$ cat src/rtl/sublink_sched_pkg.sv
// Package: shared helpers for the sub-link scheduler.
// Assumes index values fit in 32 bits.
package sublink_sched_pkg;

    // Upper bound on the sub-link count this code base supports.
    localparam int unsigned SUBLINK_LIMIT = 16;

    // Next round-robin index after cur, wrapping at count.
    function automatic int unsigned rr_next(input int unsigned cur, input int unsigned count);
        return (cur + 1 >= count) ? 0 : cur + 1;
    endfunction

endpackage

$ cat src/rtl/bag_timer.sv
// Module: bag_timer
// Free-running allocation-period counter. It raises a boundary flag on the
// cycle its phase is zero while enabled. Assumes the period may change at any
// time. A shrink takes effect at the next wrap check, and a 0 period acts as 1.
module bag_timer #(
    parameter int unsigned PERIOD_W = 16
) (
    input  logic                clk,
    input  logic                rst_n,
    input  logic                enable,
    input  logic [PERIOD_W-1:0] period,
    output logic                boundary
);
    localparam logic [PERIOD_W-1:0] ONE = PERIOD_W'(1);

    logic [PERIOD_W-1:0] phase;
    logic [PERIOD_W-1:0] eff_period;
    logic [PERIOD_W-1:0] last_phase;

    // Clamp the programmed period to at least one tick.
    always_comb begin
        eff_period = (period == '0) ? ONE : period;
        last_phase = eff_period - ONE;
    end

    // Advance the phase and wrap at the end of the period; hold at 0 when disabled.
    always_ff @(posedge clk) begin
        if (!rst_n || !enable) begin
            phase <= '0;
        end else if (phase >= last_phase) begin
            phase <= '0;
        end else begin
            phase <= phase + ONE;
        end
    end

    // A boundary is the first tick of each period.
    assign boundary = enable && (phase == '0);

    // with a period above one tick, boundaries never fall on adjacent cycles.
    a_r2_boundary_gap: assert property (@(posedge clk) disable iff (!rst_n)
        (boundary && enable && $stable(period) && eff_period != ONE) |=> !boundary);

endmodule

$ cat src/rtl/rr_picker.sv
// Module: rr_picker
// Combinational round-robin selector. Starting at ptr and moving upward with
// wrap, it returns the first requesting index. Assumes ptr < N_SUB.
module rr_picker #(
    parameter int unsigned N_SUB = 4,
    localparam int unsigned IDX_W = (N_SUB > 1) ? $clog2(N_SUB) : 1
) (
    input  logic [N_SUB-1:0] req,
    input  logic [IDX_W-1:0] ptr,
    output logic             found,
    output logic [IDX_W-1:0] pick
);
    logic [IDX_W-1:0] cand_idx [N_SUB];
    logic [N_SUB-1:0] cand_hit;

    // One candidate per search offset: index ptr+g folded into range.
    for (genvar g = 0; g < N_SUB; g++) begin : g_cand
        logic [IDX_W:0] sum;
        // Compute the wrapped index for this offset.
        always_comb begin
            sum = {1'b0, ptr} + (IDX_W+1)'(g);
            if (sum >= (IDX_W+1)'(N_SUB)) begin
                sum = sum - (IDX_W+1)'(N_SUB);
            end
            cand_idx[g] = sum[IDX_W-1:0];
            cand_hit[g] = req[cand_idx[g]];
        end
    end

    // Pick the lowest offset that hits; scan high to low so the last write wins.
    always_comb begin
        found = |cand_hit;
        pick  = ptr;
        for (int k = N_SUB - 1; k >= 0; k--) begin
            if (cand_hit[k]) begin
                pick = cand_idx[k];
            end
        end
    end

endmodule

$ cat src/rtl/grant_ctrl.sv
// Module: grant_ctrl
// Holds one outstanding grant and the round-robin pointer. It issues a grant
// only at a boundary with no grant held and a requester found, then waits for
// tx_done. Assumes found/pick come from a picker fed by this ptr.
module grant_ctrl
    import sublink_sched_pkg::*;
#(
    parameter int unsigned N_SUB = 4,
    localparam int unsigned IDX_W = (N_SUB > 1) ? $clog2(N_SUB) : 1
) (
    input  logic             clk,
    input  logic             rst_n,
    input  logic             enable,
    input  logic             boundary,
    input  logic             pick_found,
    input  logic [IDX_W-1:0] pick_idx,
    input  logic             tx_done,
    output logic             grant_valid,
    output logic [IDX_W-1:0] grant_sel,
    output logic             tx_start,
    output logic [IDX_W-1:0] ptr
);
    logic issue;

    // A new grant needs a boundary, an idle grant slot and a requester.
    assign issue = enable && boundary && !grant_valid && pick_found;

    // Update grant, strobe and pointer.
    always_ff @(posedge clk) begin
        if (!rst_n) begin
            grant_valid <= 1'b0;
            grant_sel   <= '0;
            tx_start    <= 1'b0;
            ptr         <= '0;
        end else begin
            tx_start <= issue;
            if (grant_valid && tx_done) begin
                grant_valid <= 1'b0;
            end
            if (issue) begin
                grant_valid <= 1'b1;
                grant_sel   <= pick_idx;
            end
            if (!enable) begin
                ptr <= '0;
            end else if (issue) begin
                ptr <= IDX_W'(rr_next(int'(pick_idx), N_SUB));
            end
        end
    end

    // a grant not released by done keeps its value.
    a_r7_hold: assert property (@(posedge clk) disable iff (!rst_n)
        ($past(grant_valid) && !$past(tx_done)) |-> (grant_valid && $stable(grant_sel)));

    // done on a held grant drops it.
    a_r7_release: assert property (@(posedge clk) disable iff (!rst_n)
        ($past(grant_valid) && $past(tx_done)) |-> !grant_valid);

    // no strobe while the previous grant was still held.
    a_r8_no_regrant: assert property (@(posedge clk) disable iff (!rst_n)
        tx_start |-> !$past(grant_valid));

    // the strobe lasts one cycle and always comes with a grant.
    a_r3_single_strobe: assert property (@(posedge clk) disable iff (!rst_n)
        tx_start |=> !tx_start);
    a_r3_strobe_valid: assert property (@(posedge clk) disable iff (!rst_n)
        tx_start |-> grant_valid);

    // disabled cycles leave no strobe and a zero pointer.
    a_r9_disabled: assert property (@(posedge clk) disable iff (!rst_n)
        !$past(enable) |-> (!tx_start && ptr == '0));

    // an enabled cycle with no requester leaves the pointer alone.
    a_r6_idle_ptr: assert property (@(posedge clk) disable iff (!rst_n)
        ($past(enable) && !$past(pick_found)) |-> $stable(ptr));

endmodule

$ cat src/rtl/sublink_sched_top.sv
// Module: sublink_sched_top
// Period-gated round-robin scheduler for the sub-links of one virtual link.
// It joins the period timer, the round-robin picker and the grant holder.
// Assumes queue flags are synchronous to clk and tx_done refers to the grant.
module sublink_sched_top #(
    parameter int unsigned N_SUB    = 4,
    parameter int unsigned PERIOD_W = 16,
    localparam int unsigned IDX_W = (N_SUB > 1) ? $clog2(N_SUB) : 1
) (
    input  logic                clk,
    input  logic                rst_n,
    input  logic                enable,
    input  logic [PERIOD_W-1:0] bag_period,
    input  logic [N_SUB-1:0]    q_nonempty,
    input  logic                tx_done,
    output logic                grant_valid,
    output logic [IDX_W-1:0]    grant_sel,
    output logic                tx_start
);
    logic             boundary;
    logic             pick_found;
    logic [IDX_W-1:0] pick_idx;
    logic [IDX_W-1:0] ptr;

    bag_timer #(.PERIOD_W(PERIOD_W)) i_timer (
        .clk      (clk),
        .rst_n    (rst_n),
        .enable   (enable),
        .period   (bag_period),
        .boundary (boundary)
    );

    rr_picker #(.N_SUB(N_SUB)) i_picker (
        .req   (q_nonempty),
        .ptr   (ptr),
        .found (pick_found),
        .pick  (pick_idx)
    );

    grant_ctrl #(.N_SUB(N_SUB)) i_ctrl (
        .clk         (clk),
        .rst_n       (rst_n),
        .enable      (enable),
        .boundary    (boundary),
        .pick_found  (pick_found),
        .pick_idx    (pick_idx),
        .tx_done     (tx_done),
        .grant_valid (grant_valid),
        .grant_sel   (grant_sel),
        .tx_start    (tx_start),
        .ptr         (ptr)
    );

    // every strobe follows a period boundary from the timer.
    a_r3_on_boundary: assert property (@(posedge clk) disable iff (!rst_n)
        tx_start |-> $past(boundary));

    // the granted sub-link had its queue flag set at the deciding edge.
    a_r4_granted_nonempty: assert property (@(posedge clk) disable iff (!rst_n)
        tx_start |-> ((($past(q_nonempty) >> grant_sel) & N_SUB'(1)) != '0));

endmodule

$ cat config.mk
export PLATFORM = sky130hd
export DESIGN_NAME = sublink_sched_top
export DESIGN_NICKNAME = d
export VERILOG_FILES = /design/src/rtl/sublink_sched_pkg.sv /design/src/rtl/bag_timer.sv /design/src/rtl/rr_picker.sv /design/src/rtl/grant_ctrl.sv /design/src/rtl/sublink_sched_top.sv
export SDC_FILE = /design/constraint.sdc
export NUM_CORES = 1
export LEC_CHECK = 0
export ABC_CLOCK_PERIOD_IN_PS = 4100
export CAP_MARGIN = 10
export CORE_ASPECT_RATIO = 1.4
export CORE_MARGIN = 5
export CORE_UTILIZATION = 53
export CTS_CLUSTER_DIAMETER = 120
export CTS_CLUSTER_SIZE = 25
export DETAILED_ROUTE_END_ITERATION = 6
export HOLD_SLACK_MARGIN = 0.06
export PLACE_DENSITY = 0.8
export SYNTH_ARGS = -nofsm -noshare
export SYNTH_HDL_FRONTEND = slang
export SYNTH_SLANG_ARGS = --single-unit
$ cat constraint.sdc
create_clock -name clk -period 4.1 [get_ports clk]
set_input_delay 0.615 -clock clk [delete_from_list [all_inputs] [get_ports clk]]
set_output_delay 0.615 -clock clk [all_outputs]
set_load 0.01 [all_outputs]
==> impl_metrics.sql, run 1 <==
INSERT INTO impl_metrics (metric_group, metric, value, unit) VALUES
('pwr', 'ir_worst_vdd', '0.0001724', 'V'),
('floorplan', 'num_rows', '24', ''),
('sta', 'fin_crit', '3735', 'ps'),
('sta', 'drv_slew', '0', ''),
('cts', 'holdBufCountCts', '0', ''),
('placement', 'port-buffer-count', '27', ''),
('critical_path', 'critPathTopFamily', 'compound AO/OA/AOI/OAI gates', ''),
('cts', 'clk_pin_slew_worst_paths', '80', 'ps'),
('final_layout', 'fin_util', '69.13', '%'),
('sta', 'slew-limit-headroom', '51.97', '%'),
('pwr', 'power_density', '245.9', 'nW/um^2'),
('logic_synthesis', 'count_of_warnings_emitted_by_yosys', '0', ''),
('critical_path', 'crit_path_max_fanout', '16', ''),
('critical_path', 'critPathMaxStageDelay', '430', 'ps'),
('sta', 'skew', '4.255', 'ps'),
('final_layout', 'area_growth_syn_to_layout', '26.41', '%'),
('critical_path', 'end_kind', 'flip-flop', ''),
('global_routing', 'groute.layer.met2.usage', '40.50', '%'),
('floorplan', 'die_area', '4437', 'um^2'),
('critical_path', 'timing.reg2reg.setup_slack', '2050', 'ps'),
('floorplan', 'core_region_area', '3093', 'um^2'),
('drt', 'drc_errors', '0', ''),
('sta', 'setup-violations-final', '0', ''),
('cts', 'post_cts_buffers', '0', ''),
('logic_synthesis', 'postSynth.asyncResetShare', '0', '%'),
('critical_path', 'crit_path_cell_trace', 'clkdlybuf4s50_1 > nor4_2 > nand2b_1 > nor3_2 > a41oi_1 > ha_1 > nand3_1 > buf_4 > nor2_1 > xnor2_1 > ha_1 > a21oi_1 > nor2_1 > a211oi_1 > o2111ai_1 > buf_4 > a211oi_1', ''),
('cts', 'tritoncts_buffer_count', '3', ''),
('logic_synthesis', 'synth.ff_latch_count', '22', ''),
('logic_synthesis', 'post_synth_instance_area', '1692', 'um^2'),
('global_routing', 'grt.overflow.total', '0', ''),
('logic_synthesis', 'synth_largest_type_area_fraction', '26.04', '%'),
('sta', 'maxClockFrequency', '267.8', 'MHz'),
('sta', 'rsz0062_at_grt', 'no', ''),
('sta', 'final.period_utilization', '91.09', '%'),
('floorplan', 'fp.dieW', '57.75', 'um'),
('final_layout', 'multi_input_comb_area', '1217', 'um^2'),
('final_layout', 'n_antenna_cell', '0', ''),
('final_layout', 'post_route_design_area', '2138', 'um^2'),
('drt', 'dr.pass1.iters', '4', ''),
('placement', 'dpl_cell_area', '2052', 'um^2'),
('drt', 'route.final.wire_length', '4.249', 'mm'),
('logic_synthesis', 'synth_top_area_cell', 'sky130_fd_sc_hd__dfxtp_1', ''),
('logic_synthesis', 'synth_edf_count', '0', ''),
('cts', 'cts_tree', 'done', ''),
('global_routing', 'use_met3', '2.185', '%'),
('logic_synthesis', 'synth_area_leaders', 'sky130_fd_sc_hd__dfxtp_1 (26%), sky130_fd_sc_hd__ha_1 (14%), sky130_fd_sc_hd__a211oi_1 (8.0%)', ''),
('critical_path', 'crit_type', 'in2reg', ''),
('global_routing', 'global_route_wire_length_before_repair', '7.314', 'mm'),
('drt', 'final_antenna_net_count', '0', ''),
('final_layout', 'fillers', '240', ''),
('global_routing', 'use_met1', '20.80', '%'),
('cts', 'cts_root_buf', 'sky130_fd_sc_hd__clkbuf_8', ''),
('drt', 'iter_0_drt_violations', '71', ''),
('logic_synthesis', 'yosys-top-cells-count', 'sky130_fd_sc_hd__dfxtp_1 (22), sky130_fd_sc_hd__ha_1 (19), sky130_fd_sc_hd__a211oi_1 (18)', ''),
('global_routing', 'grt_util_all_layers', '20.25', '%'),
('global_routing', 'antenna_found_initial', '0', ''),
('min_path', 'min_path_type', 'reg2reg', ''),
('logic_synthesis', 'synth_nets', '239', ''),
('logic_synthesis', 'avg_synthesized_cell_area', '8.631', 'um^2'),
('logic_synthesis', 'leading_cell_type_by_number_of_instances_after_synthesis', 'sky130_fd_sc_hd__dfxtp_1', ''),
('logic_synthesis', 'synth_sequential_area_ratio', '26.04', '%'),
('final_layout', 'register_area', '440.4', 'um^2'),
('outcome', 'outcome', 'completed', ''),
('sta', 'max_slew.worst_pin.slew', '720.5', 'ps'),
('critical_path', 'critPathArrivalTime', '3900', 'ps'),
('logic_synthesis', 'synthesis.instances', '196', ''),
('drt', 'drt-vias-per-instance', '5.867', ''),
('final_layout', 'final_layout_size_suffix_gt1_share', '8.658', '%'),
('placement', 'dpl.hpwl', '3.365', 'mm'),
('cts', 'ctsHtreeMaxLevel', '1', ''),
('pwr', 'power.leakage', '0.0007828', 'uW');
cells in the final DEF (no fill, tap or decap), types with 8 or more instances in the layout:
cell and n:
sky130_fd_sc_hd__a211oi_1 18, sky130_fd_sc_hd__a21oi_1 9, sky130_fd_sc_hd__clkdlybuf4s50_1 27, sky130_fd_sc_hd__dfxtp_1 22, sky130_fd_sc_hd__ha_1 19, sky130_fd_sc_hd__inv_1 10, sky130_fd_sc_hd__nand2_1 10, sky130_fd_sc_hd__nand3_1 8
sky130_fd_sc_hd__nor2_1 13, sky130_fd_sc_hd__xnor2_1 13, sky130_fd_sc_hd__xor2_1 11
worst paths after layout:
| kind | endpoint | cells after the start | startpoint |
|---|---|---|---|
| setup / recovery | i_timer.phase[1] | 17 | bag_period[11] |
| hold / removal | i_timer.phase[0] | 1 | i_timer.phase[0] |
| setup reg to reg | i_timer.phase[1] | 7 | i_timer.phase[9] |
| hold reg to reg | i_timer.phase[0] | 1 | i_timer.phase[0] |
cell families (layout without fill, tap and decap cells):
| logic type | count (synthesis) | count (layout) | synth area share, % |
|---|---|---|---|
| flip-flops | 22 | 22 | 26.04 |
| multiplexers | 2 | 2 | 1.183 |
| XOR/XNOR | 24 | 24 | 12.43 |
| AO/OA/AOI/OAI | 46 | 46 | 18.64 |
| AND/OR/NAND/NOR | 70 | 70 | 24.78 |
| buffers and inverters | 13 | 48 | 2.885 |
| adder cells (fa/ha/maj) | 19 | 19 | 14.05 |
layer usage:
metal,wire length (um),vias up
li1,-,802
met1,1664,742
met2,2390,31
met3,124,9
met4,70,0
met5,0,-
power by group:
group / internal [uW] / switching [uW]
registers: 218 / 3.89
logic: 54.2 / 48.1
clock network: 130 / 71.2
final cells by class:
cell class / count / area share [%]
Clock inverter: 1 / 1.404
Timing Repair Buffer: 34 / 15.10
Multi-Input combinational cell: 161 / 56.93
Sequential cell: 22 / 20.60
Clock buffer: 3 / 1.931
Inverter: 10 / 1.755
Tap cell: 39 / 2.282
registers in the layout (all words and copies together), names as in the netlist:
register            flops
i_ctrl.grant_sel        2
i_timer.phase          16
i_ctrl.grant_valid      1
i_ctrl.tx_start         1
i_ctrl.ptr              2
stage by stage:
stage / std cells / hold WS (ps) / total power (uW) / TNS (ps) / setup slack, ps
2_1_floorplan: 196 / 465.7 / 275.8 / 0 / 556.6
3_3_place_gp: 266 / 489.8 / 322.1 / -1190 / -86.48
3_5_place_dp: 266 / 499.9 / 327.5 / -3543 / -273.7
4_1_cts: 270 / 513.5 / 526.6 / 0 / 289.8
5_1_grt: 270 / 555.0 / 546.1 / 0 / 50.64
6_report: 270 / 510.7 / 525.8 / 0 / 365.3
timing repair:
| item | in CTS | in global routing |
|---|---|---|
| endpoints found under the hold margin | 0 | 0 |
| endpoints found under the setup margin | 2 | 16 |
| gates resized for setup | 1 | 2 |
No activity file was read; power rests on OpenSTA's default activity.
==> run 2, diff against run 1 <==
Settings changed: ABC_CLOCK_PERIOD_IN_PS 4100 to 4580, CORE_UTILIZATION 53 to 57, PLACE_DENSITY 0.8 to 0.86.
Clock period 4.1 ns to 4.58 ns, I/O delays scaled along.
==> impl_metrics.sql, run 2 (synthesis results as in run 1) <==
INSERT INTO impl_metrics (metric_group, metric, value, unit) VALUES
('final_layout', 'final_cell_count_no_fill', '263', ''),
('final_layout', 'largest-register', 'i_timer.phase', ''),
('critical_path', 'crit_path_max_fanout', '16', ''),
('final_layout', 'fillers', '203', ''),
('cts', 'clock_latency', '270', 'ps'),
('sta', 'skew', '7.933', 'ps'),
('drt', 'routed_wire_length_on_met3', '177', 'um'),
('pwr', 'power.share.combinational', '18.4', '%'),
('critical_path', 'critical_path_required', '4750', 'ps'),
('drt', 'drc_errors', '0', ''),
('sta', 'drv_slew', '0', ''),
('critical_path', 'crit_path_cell_trace', 'clkdlybuf4s50_1 > nor4_1 > nand2b_1 > nor3_1 > a41oi_1 > ha_1 > nand3_1 > nor2_1 > xnor2_1 > ha_1 > nand2_1 > nor2_1 > a211oi_1 > o2111ai_1 > buf_4 > a211oi_1', ''),
('pwr', 'clkPwrFrac', '39.2', '%'),
('global_routing', 'grt_util_all_layers', '20.64', '%'),
('final_layout', 'final_nets', '270', ''),
('drt', 'route.final.wire_length', '4.258', 'mm'),
('cts', 'ctsHtreeMaxLevel', '1', ''),
('pwr', 'p_seq_share', '42.4', '%'),
('pwr', 'power_density', '225.0', 'nW/um^2'),
('sta', 'max_slew.worst_pin.slew', '691.3', 'ps'),
('final_layout', 'layout_common_cells', 'sky130_fd_sc_hd__clkdlybuf4s50_1 (27), sky130_fd_sc_hd__dfxtp_1 (22), sky130_fd_sc_hd__ha_1 (19)', ''),
('pwr', 'power.leakage', '0.0007581', 'uW'),
('global_routing', 'grt.overflow.total', '0', ''),
('critical_path', 'worst_setup_path_start_kind', 'primary input', ''),
('min_path', 'worst_hold_startpoint', 'i_timer.phase[0]', ''),
('placement', 'port-buffer-count', '27', ''),
('sta', 'fin_setup_tns', '0', 'ps'),
('cts', 'tritoncts_buffer_count', '3', ''),
('sta', 'fin_crit', '4185', 'ps'),
('critical_path', 'critPathMaxStageDelay', '510', 'ps'),
('critical_path', 'crit_type', 'in2reg', ''),
('placement', 'dpl.hpwl', '3.304', 'mm'),
('sta', 'maxClockFrequency', '238.9', 'MHz'),
('critical_path', 'worstReg2RegStart', 'i_timer.phase[9]', ''),
('cts', 'cts_root_buf', 'sky130_fd_sc_hd__clkbuf_8', ''),
('global_routing', 'global_route_wire_length_before_repair', '6.900', 'mm'),
('cts', 'cts_tree', 'done', ''),
('critical_path', 'critical_path_depth', '16', ''),
('floorplan', 'fp.dieW', '56.04', 'um'),
('pwr', 'ir_worst_vdd', '0.0001821', 'V'),
('flow_run', 'number_of_max_cap_violations', '0', ''),
('floorplan', 'core_region_area', '2849', 'um^2'),
('final_layout', 'final_layout_size_suffix_gt1_share', '5.752', '%'),
('drt', 'highest-signal-layer', 'met4', ''),
('drt', 'drt-vias-per-instance', '6.072', ''),
('cts', 'post_cts_buffers', '0', ''),
('global_routing', 'grt_max_degree', '17', ''),
('global_routing', 'via_count_of_the_first_global_routing_pass', '1511', ''),
('drt', 'iter_0_drt_violations', '80', ''),
('drt', 'dr.pass1.iters', '4', ''),
('min_path', 'whs_endpoint', 'i_timer.phase[0]', ''),
('cts', 'clk_pin_slew_worst_paths', '90', 'ps'),
('critical_path', 'end_kind', 'flip-flop', ''),
('sta', 'finalHoldViolations', '0', ''),
('floorplan', 'die_area', '4172', 'um^2'),
('placement', 'finalWeightedCongestion', '0.8110', ''),
('final_layout', 'n_antenna_cell', '0', ''),
('pwr', 'internal_power', '358.0', 'uW'),
('critical_path', 'path_buf_inv', '2', ''),
('critical_path', 'critical-path-slowest-cell', 'sky130_fd_sc_hd__clkdlybuf4s50_1', ''),
('final_layout', 'area_growth_syn_to_layout', '23.37', '%'),
('outcome', 'outcome', 'completed', ''),
('pwr', 'swShare', '23.74', '%'),
('floorplan', 'num_rows', '23', ''),
('critical_path', 'reg2regPathDepth', '7', ''),
('final_layout', 'max_ffs_per_register', '16', ''),
('min_path', 'hold_depth', '1', ''),
('final_layout', 'largest_registers', 'i_timer.phase (16), i_ctrl.grant_sel (2), i_ctrl.ptr (2)', ''),
('pwr', 'p_sw', '111.5', 'uW'),
('floorplan', 'io_pins', '28', ''),
('drt', 'avgRoutedWirePerCell', '16.19', 'um'),
('floorplan', 'die_height', '74.46', 'um'),
('sta', 'setup-violations-final', '0', ''),
('drt', 'wire_length_on_met1', '1.632', 'mm'),
('critical_path', 'critPathTopFamily', 'simple AND/OR/NAND/NOR gates', ''),
('critical_path', 'critPathArrivalTime', '4360', 'ps'),
('critical_path', 'timing.reg2reg.setup_slack', '2510', 'ps'),
('drt', 'final_antenna_net_count', '0', ''),
('drt', 'vias', '1597', ''),
('cts', 'sink_count', '22', ''),
('global_routing', 'antenna_found_initial', '0', ''),
('min_path', 'min_path_type', 'reg2reg', ''),
('floorplan', 'start_util', '59.38', '%'),
('final_layout', 'most_common_cell_after_layout_fill_and_taps_aside', 'sky130_fd_sc_hd__clkdlybuf4s50_1', ''),
('critical_path', 'rr_endpoint', 'i_timer.phase[3]', ''),
('sta', 'slew-limit-headroom', '53.91', '%'),
('sta', 'final.period_utilization', '91.38', '%'),
('cts', 'clock_tree.buffer_depth', '2', ''),
('drt', 'met2_wirelength', '2.402', 'mm'),
('sta', 'rsz0062_at_grt', 'no', ''),
('placement', 'dpl.cell_count', '259', ''),
('pwr', 'power', '469.5', 'uW');
[run 2: layout make-up]
cell class              instances  area [um^2]  area share (%)
multi-input cells             161         1206           57.79
flip-flops and latches         22        440.4           21.10
repair buffers                 29        285.3           13.67
well taps                      37        46.29           2.218
clock buffers                   3        41.29           1.978
inverters                      10        37.54           1.799
clock inverters                 1        30.03           1.439
[run 2: per-stage QoR]
stage / util, % / area, um^2 / hold slack, ps / setup WS [ps]
2_1_floorplan: - / 1692 / 465.7 / 964.6
3_3_place_gp: 70.62 / 2012 / 488.0 / 153.5
3_5_place_dp: 70.62 / 2012 / 505.6 / -143.0
4_1_cts: 73.12 / 2083 / 517.7 / 115.5
5_1_grt: 73.25 / 2087 / 559.2 / 51.26
6_report: 73.25 / 2087 / 516.5 / 394.7
[run 2: per-layer routing]
metal / vias to the layer above / track usage (%)
met5: - / 0
met4: 0 / 5.805
met3: 8 / 3.819
met2: 36 / 41.74
met1: 757 / 21.50
li1: 796 / -
[run 2: power groups by stage]
stage | Combinational [uW] | Sequential (uW) | Clock, uW
floorplan | 43.1 | 204 | 0
global placement | 82.2 | 203 | 0
detailed placement | 85.1 | 204 | 0
CTS | 86.0 | 199 | 184
global route | 93.6 | 200 | 199
finish | 86.4 | 199 | 184
[run 2: worst max path at each step]
stage | startpoint | end | slack, ps
after floorplan | bag_period[11] | i_timer.phase[10] | 960
after global placement | bag_period[10] | i_timer.phase[3] | 150
after detailed placement | bag_period[10] | i_timer.phase[3] | -140
after CTS | bag_period[10] | i_timer.phase[12] | 120
after global routing | bag_period[10] | i_timer.phase[3] | 50
final | bag_period[10] | i_timer.phase[3] | 390
[run 2: repair_timing]
action,CTS,global route
gates resized for setup,0,1
setup endpoints to repair,0,16
hold buffers,0,0
hold endpoints to repair,0,0
